**src/rtl/xlat_pkg.sv**
```systemverilog
package xlat_pkg;
  // how the fill victim was chosen
  typedef enum logic [1:0] {
    VSEL_INVALID = 2'd0,
    VSEL_CLEAR   = 2'd1,
    VSEL_POINTER = 2'd2
  } vsel_e;
endpackage

```
**src/rtl/xlat_match.sv**
```systemverilog
module xlat_match #(
  parameter int unsigned N_ENT = 16,
  parameter int unsigned VPN_W = 20,
  parameter int unsigned IDX_W = $clog2(N_ENT)
) (
  input  logic [N_ENT-1:0]       valid_i,
  input  logic [N_ENT*VPN_W-1:0] tags_i,
  input  logic [VPN_W-1:0]       key_i,
  output logic [N_ENT-1:0]       match_o,
  output logic                   hit_o,
  output logic [IDX_W-1:0]       idx_o
);
  for (genvar g = 0; g < N_ENT; g++) begin : g_cmp
    assign match_o[g] = valid_i[g] && (tags_i[g*VPN_W +: VPN_W] == key_i);
  end

  assign hit_o = |match_o;

  // OR-encode: match vector is one-hot when tags are unique
  always_comb begin
    idx_o = '0;
    for (int i = 0; i < N_ENT; i++) begin
      if (match_o[i]) idx_o = idx_o | IDX_W'(i);
    end
  end
endmodule

```
**src/rtl/xlat_victim.sv**
```systemverilog
module xlat_victim
  import xlat_pkg::*;
#(
  parameter int unsigned N_ENT = 16,
  parameter int unsigned IDX_W = $clog2(N_ENT)
) (
  input  logic             clk_i,
  input  logic             rst_ni,
  input  logic [N_ENT-1:0] valid_i,
  input  logic [N_ENT-1:0] ref_i,
  input  logic [IDX_W-1:0] ptr_i,
  output logic [IDX_W-1:0] idx_o,
  output vsel_e            sel_o
);
  logic             inv_found, clr_found;
  logic [IDX_W-1:0] inv_idx, clr_idx;
  logic [IDX_W:0]   pos;

  // lowest-index invalid entry
  always_comb begin
    inv_found = 1'b0;
    inv_idx   = '0;
    for (int i = N_ENT - 1; i >= 0; i--) begin
      if (!valid_i[i]) begin
        inv_found = 1'b1;
        inv_idx   = IDX_W'(i);
      end
    end
  end

  // first clear reference bit at or after the pointer, with wrap
  always_comb begin
    clr_found = 1'b0;
    clr_idx   = '0;
    pos       = '0;
    for (int k = N_ENT - 1; k >= 0; k--) begin
      pos = {1'b0, ptr_i} + (IDX_W + 1)'(k);
      if (pos >= (IDX_W + 1)'(N_ENT)) pos = pos - (IDX_W + 1)'(N_ENT);
      if (!ref_i[pos[IDX_W-1:0]]) begin
        clr_found = 1'b1;
        clr_idx   = pos[IDX_W-1:0];
      end
    end
  end

  always_comb begin
    if (inv_found) begin
      idx_o = inv_idx;
      sel_o = VSEL_INVALID;
    end else if (clr_found) begin
      idx_o = clr_idx;
      sel_o = VSEL_CLEAR;
    end else begin
      idx_o = ptr_i;
      sel_o = VSEL_POINTER;
    end
  end

  p_victim_invalid_r6: assert property (@(posedge clk_i) disable iff (!rst_ni)
    !(&valid_i) |-> !valid_i[idx_o]);
  p_victim_clear_r7: assert property (@(posedge clk_i) disable iff (!rst_ni)
    (&valid_i) && !(&ref_i) |-> !ref_i[idx_o]);
endmodule

```
**src/rtl/xlat_buf.sv**
```systemverilog
module xlat_buf
  import xlat_pkg::*;
#(
  parameter int unsigned N_ENTRIES = 16,
  parameter int unsigned VPN_W     = 20,
  parameter int unsigned PPN_W     = 20
) (
  input  logic             clk_i,
  input  logic             rst_ni,
  input  logic             lkp_valid_i,
  input  logic [VPN_W-1:0] lkp_vpn_i,
  input  logic             lkp_write_i,
  output logic             hit_o,
  output logic             miss_o,
  output logic [PPN_W-1:0] ppn_o,
  input  logic             fill_valid_i,
  input  logic [VPN_W-1:0] fill_vpn_i,
  input  logic [PPN_W-1:0] fill_ppn_i,
  input  logic             ref_clear_i,
  input  logic             flush_i,
  input  logic             inval_valid_i,
  input  logic [VPN_W-1:0] inval_vpn_i,
  output logic             evict_valid_o,
  output logic [VPN_W-1:0] evict_vpn_o,
  output logic             evict_ref_o,
  output logic             evict_dirty_o
);
  localparam int unsigned IDX_W = $clog2(N_ENTRIES);

  logic [N_ENTRIES*VPN_W-1:0] vpn_q;
  logic [PPN_W-1:0]           ppn_q [N_ENTRIES];
  logic [N_ENTRIES-1:0]       valid_q, ref_q, dirty_q;
  logic [IDX_W-1:0]           ptr_q;

  logic [N_ENTRIES-1:0] lkp_match, fill_match, inval_match;
  logic                 lkp_hit_raw, fill_hit, inval_hit;
  logic [IDX_W-1:0]     lkp_idx, fill_idx, inval_idx, vict_idx, fill_tgt;
  vsel_e                vict_sel;
  logic                 fill_we, fill_new, inval_do, evict_d;

  xlat_match #(.N_ENT(N_ENTRIES), .VPN_W(VPN_W), .IDX_W(IDX_W)) u_lkp_match (
    .valid_i(valid_q), .tags_i(vpn_q), .key_i(lkp_vpn_i),
    .match_o(lkp_match), .hit_o(lkp_hit_raw), .idx_o(lkp_idx)
  );

  xlat_match #(.N_ENT(N_ENTRIES), .VPN_W(VPN_W), .IDX_W(IDX_W)) u_fill_match (
    .valid_i(valid_q), .tags_i(vpn_q), .key_i(fill_vpn_i),
    .match_o(fill_match), .hit_o(fill_hit), .idx_o(fill_idx)
  );

  xlat_match #(.N_ENT(N_ENTRIES), .VPN_W(VPN_W), .IDX_W(IDX_W)) u_inval_match (
    .valid_i(valid_q), .tags_i(vpn_q), .key_i(inval_vpn_i),
    .match_o(inval_match), .hit_o(inval_hit), .idx_o(inval_idx)
  );

  xlat_victim #(.N_ENT(N_ENTRIES), .IDX_W(IDX_W)) u_victim (
    .clk_i(clk_i), .rst_ni(rst_ni),
    .valid_i(valid_q), .ref_i(ref_q), .ptr_i(ptr_q),
    .idx_o(vict_idx), .sel_o(vict_sel)
  );

  assign hit_o  = lkp_valid_i && lkp_hit_raw;
  assign miss_o = lkp_valid_i && !lkp_hit_raw;
  assign ppn_o  = hit_o ? ppn_q[lkp_idx] : '0;

  assign fill_we  = fill_valid_i && !flush_i;
  assign fill_new = fill_we && !fill_hit;
  assign fill_tgt = fill_hit ? fill_idx : vict_idx;
  assign inval_do = inval_valid_i && inval_hit;
  assign evict_d  = fill_new && valid_q[vict_idx] && (ref_q[vict_idx] || dirty_q[vict_idx]);

  // entry storage: flush > invalidate > fill for valid; fill-new > hit > clear for ref
  always_ff @(posedge clk_i or negedge rst_ni) begin
    if (!rst_ni) begin
      valid_q <= '0;
      ref_q   <= '0;
      dirty_q <= '0;
      vpn_q   <= '0;
      for (int i = 0; i < N_ENTRIES; i++) ppn_q[i] <= '0;
    end else begin
      for (int i = 0; i < N_ENTRIES; i++) begin
        if (flush_i) valid_q[i] <= 1'b0;
        else if (inval_do && inval_idx == IDX_W'(i)) valid_q[i] <= 1'b0;
        else if (fill_we && fill_tgt == IDX_W'(i)) valid_q[i] <= 1'b1;

        if (fill_we && fill_tgt == IDX_W'(i)) begin
          vpn_q[i*VPN_W +: VPN_W] <= fill_vpn_i;
          ppn_q[i]                <= fill_ppn_i;
        end

        if (fill_new && fill_tgt == IDX_W'(i)) ref_q[i] <= 1'b0;
        else if (hit_o && lkp_idx == IDX_W'(i)) ref_q[i] <= 1'b1;
        else if (ref_clear_i) ref_q[i] <= 1'b0;

        if (fill_new && fill_tgt == IDX_W'(i)) dirty_q[i] <= 1'b0;
        else if (hit_o && lkp_write_i && lkp_idx == IDX_W'(i)) dirty_q[i] <= 1'b1;
      end
    end
  end

  always_ff @(posedge clk_i or negedge rst_ni) begin
    if (!rst_ni) begin
      ptr_q <= '0;
    end else if (fill_new && vict_sel == VSEL_POINTER) begin
      ptr_q <= (ptr_q == IDX_W'(N_ENTRIES - 1)) ? '0 : ptr_q + 1'b1;
    end
  end

  always_ff @(posedge clk_i or negedge rst_ni) begin
    if (!rst_ni) begin
      evict_valid_o <= 1'b0;
      evict_vpn_o   <= '0;
      evict_ref_o   <= 1'b0;
      evict_dirty_o <= 1'b0;
    end else begin
      evict_valid_o <= evict_d;
      if (evict_d) begin
        evict_vpn_o   <= vpn_q[vict_idx*VPN_W +: VPN_W];
        evict_ref_o   <= ref_q[vict_idx];
        evict_dirty_o <= dirty_q[vict_idx];
      end
    end
  end

  p_hit_xor_miss_r2: assert property (@(posedge clk_i) disable iff (!rst_ni)
    lkp_valid_i |-> (hit_o ^ miss_o));
  p_idle_quiet_r2: assert property (@(posedge clk_i) disable iff (!rst_ni)
    !lkp_valid_i |-> !hit_o && !miss_o);
  p_no_dup_r10: assert property (@(posedge clk_i) disable iff (!rst_ni)
    $onehot0(lkp_match));
  p_ref_on_hit_r3: assert property (@(posedge clk_i) disable iff (!rst_ni)
    hit_o && !(fill_new && fill_tgt == lkp_idx) |=> ref_q[$past(lkp_idx)]);
  p_ref_clear_r4: assert property (@(posedge clk_i) disable iff (!rst_ni)
    ref_clear_i && !hit_o |=> ref_q == '0);
  p_dirty_on_write_r5: assert property (@(posedge clk_i) disable iff (!rst_ni)
    hit_o && lkp_write_i && !(fill_new && fill_tgt == lkp_idx) |=> dirty_q[$past(lkp_idx)]);
  p_evict_after_fill_r9: assert property (@(posedge clk_i) disable iff (!rst_ni)
    evict_valid_o |-> $past(fill_valid_i));
  p_flush_all_r11: assert property (@(posedge clk_i) disable iff (!rst_ni)
    flush_i |=> valid_q == '0);
endmodule

```
**config.mk**
```make
export PLATFORM = sky130hd
export DESIGN_NAME = xlat_buf
export DESIGN_NICKNAME = d
export VERILOG_FILES = /design/src/rtl/xlat_pkg.sv /design/src/rtl/xlat_match.sv /design/src/rtl/xlat_victim.sv /design/src/rtl/xlat_buf.sv
export SDC_FILE = /design/constraint.sdc
export NUM_CORES = 2
export LEC_CHECK = 0
export ABC_CLOCK_PERIOD_IN_PS = 6300
export BUFFER_PORTS_ARGS = -buffer_cell sky130_fd_sc_hd__buf_4
export CAP_MARGIN = 20
export CORE_ASPECT_RATIO = 0.8
export CORE_MARGIN = 1
export CORE_UTILIZATION = 55
export CTS_CLUSTER_DIAMETER = 200
export CTS_CLUSTER_SIZE = 8
export DETAILED_ROUTE_END_ITERATION = 10
export HOLD_SLACK_MARGIN = 0.06
export PLACE_DENSITY = 0.7
export SYNTH_ARGS = -nofsm -noshare
export SYNTH_HDL_FRONTEND = slang
export SYNTH_HIERARCHICAL = 1
export SYNTH_SLANG_ARGS = --single-unit
```
**constraint.sdc**
```tcl
create_clock -name clk_i -period 6.3 [get_ports clk_i]
set_input_delay 0.63 -clock clk_i [delete_from_list [all_inputs] [get_ports clk_i]]
set_output_delay 0.63 -clock clk_i [all_outputs]
set_load 0.02 [all_outputs]
```
==> impl_metrics.toml <==
[run_status]
status = "complete, no violations"

[global_routing]
grt_pass1_wl_um = 239000
grt_max_degree = 159
first_global_vias = 33500
grt.total_usage_pct = 37.7
overflow = 0
antenna_found_initial = 10

[worst_setup_path]
r2r_start = "ptr_q[0]$_DFFE_PN0P_"
critPathLaunch = "ptr_q[0]$_DFFE_PN0P_"
r2r_setup_slack_ns = 0.34
crit_path_cell_trace = "inv_2, ha_1, mux4_2, mux2i_1, mux2i_2, nand2_1, nor4_1, nand4b_1, a31oi_1, a21oi_1, o22ai_4, buf_4, mux4_2, a211oi_1, a21oi_1, mux2_2"
crit_arrival_ns = 6.51
start_kind = "flop"
worstSetupEndpoint = "evict_vpn_o[12]$_DFFE_PN0P_"
cp.depth = 16
crit_family = "multiplexers"
reg2reg_depth = 16
cp_max_fo = 41
cp_num_buf_inv = 2
critPathMaxStageDelay_ns = 0.73
slowest_stage = "buf_4"
worstSetupPathType = "flop to flop"
cp.required_ns = 6.85
endpoint_kind = "flop"
reg2reg_to = "evict_vpn_o[12]$_DFFE_PN0P_"

[clock_network]
clock-sinks = 715
post_cts_buffers = 0
hold_buffers = 1
cts_resized = 0
clock-root-buffer = "clkbuf_16"
clk_pin_slew_ns = 0.06
cts_tree = "yes"
htree_levels = 3
insertion_delay_ns = 0.70
cts.path.max_buffers = 3
numCtsBuffers = 99

[worst_hold_path]
hold_class = "input port to flop"
hold_depth = 2
hp-start = "flush_i"

[run]
drv_cap = 0

[timing]
slew_headroom_pct = 26.2
grt_setup_unrepaired = "false"
finalSetupTns_ns = 0
fin_worst_skew_ns = 0.0522
fmaxAchievable_mhz = 168
worstMarginPinSlew_ns = 1.10
finalHoldViolations = 0
maxSlewViolCount = 0
setup_viol = 0
finalCriticalPeriod_ns = 5.96
period_share_pct = 94.6

[route]
drt_iter0_drc = 4813
dr_total_vias = 34700
vias_per_cell = 6.97
routed_wl_um = 164000
wire_per_inst_um = 32.9
firstDrtPassIters = 8
drc = 0
detail-route-antenna-nets = 0

[power_and_ir_drop]
vdd.ir_drop.worst_uv = 219
p_per_area_nw_per_um2 = 223
p_leak_nw = 21.4

[synth]
ys_warn_count = 6
syn-instance-count = 3832
synthesis.area_um2 = 47300
avgSynthCellArea_um2 = 12.3
synth_nets = 3928

[floorplanning]
die_h_um = 264
io_pins = 133
core_area_um2 = 84500
start_util_pct = 56.0
dieWidth_um = 330
die_area_um2 = 87200
num_rows = 95

[placed_design]
place.gp.congestion = 1.05
portBuffers = 132
place_hpwl_um = 111000
dpl-instance-area_um2 = 48600

[finish]
post-route-util_pct = 60.6
drive_gt1_share_pct = 33.5
area_growth_pct = 8.31
final_nets = 3949
stdcell_area_um2 = 51200
sequential cells by signal (all words and copies together) (netlist names):
signal	cells
dirty_q	16
ptr_q	4
valid_q	16
evict_ref_o	1
ref_q	16
evict_vpn_o	20
vpn_q	320
evict_dirty_o	1
ppn_q	320
evict_valid_o	1
routing by layer:
layer	wire length, um	up-vias	GRT usage, %
met2	66900	2509	51.4
met4	7260	10	13.9
met3	23000	515	13.7
li1	-	13900	-
met1	66500	17800	54.5
met5	54	-	0
power breakdown:
part           internal [mW]  total (mW)  switching, mW  leakage [nW]
Clock                   2.77        4.81           2.04          1.28
Combinational          0.711        1.59          0.879          10.4
Sequential              4.78        5.04          0.265          9.76
Total                   8.26        11.4           3.18          21.4
stage by stage:
stage	instances	hold slack [ns]	worst slack [ns]	power, mW
2_1_floorplan	3832	0.334	1.21	6.10
3_3_place_gp	4866	0.478	0.585	6.60
3_5_place_dp	4866	0.483	0.519	6.63
4_1_cts	4973	0.247	0.517	11.4
5_1_grt	4974	0.282	0.0218	11.8
6_report	4976	0.283	0.340	11.4
worst min path at each step:
| stage | to | slack (ns) |
|---|---|---|
| after floorplan | dirty_q[0]$_DFFE_PN0P_ | 0.33 |
| after global placement | ppn_q[294]$_DFFE_PN0P_ | 0.48 |
| after detailed placement | ppn_q[293]$_DFFE_PN0P_ | 0.48 |
| after CTS | valid_q[15]$_DFFE_PN0P_ | 0.25 |
| after global routing | valid_q[15]$_DFFE_PN0P_ | 0.28 |
| final | valid_q[15]$_DFFE_PN0P_ | 0.28 |
placed cells by master, fill, tap and decap left out, types with 7 or more instances in the layout:
cell type  instances
nand3_1           63
nor3_1            18
ha_1               8
o21ai_0           17
nand2b_1           9
nand2_1           47
mux2_4            12
xnor2_1          679
and2_1            28
inv_1             17
buf_4            223
nor2b_1           42
buf_12            15
mux4_2           202
nor2_1            91
nor4_2            15
a31oi_1           12
xor2_1           290
a221oi_1           7
a22oi_1           17
nor4_1           101
dfrtp_1          715
clkbuf_16         99
a211oi_1          32
nand4b_1           7
nor4_4            12
nand4_1          181
mux2i_1           52
a21oi_1           50
mux2_2           657
mux4_1            15
cell type report:
| cell class | instances | area [um2] |
|---|---|---|
| Fill cell | 6784 | 33300 |
| Sequential cell | 715 | 17900 |
| Multi-Input combinational cell | 2776 | 27200 |
| Timing Repair Buffer | 240 | 2000 |
| Clock buffer | 99 | 2480 |
| Tap cell | 1115 | 1400 |
| Inverter | 21 | 78.8 |
| Antenna cell | 3 | 7.51 |
| Clock inverter | 7 | 166 |
(Power assumes the default switching activity.)
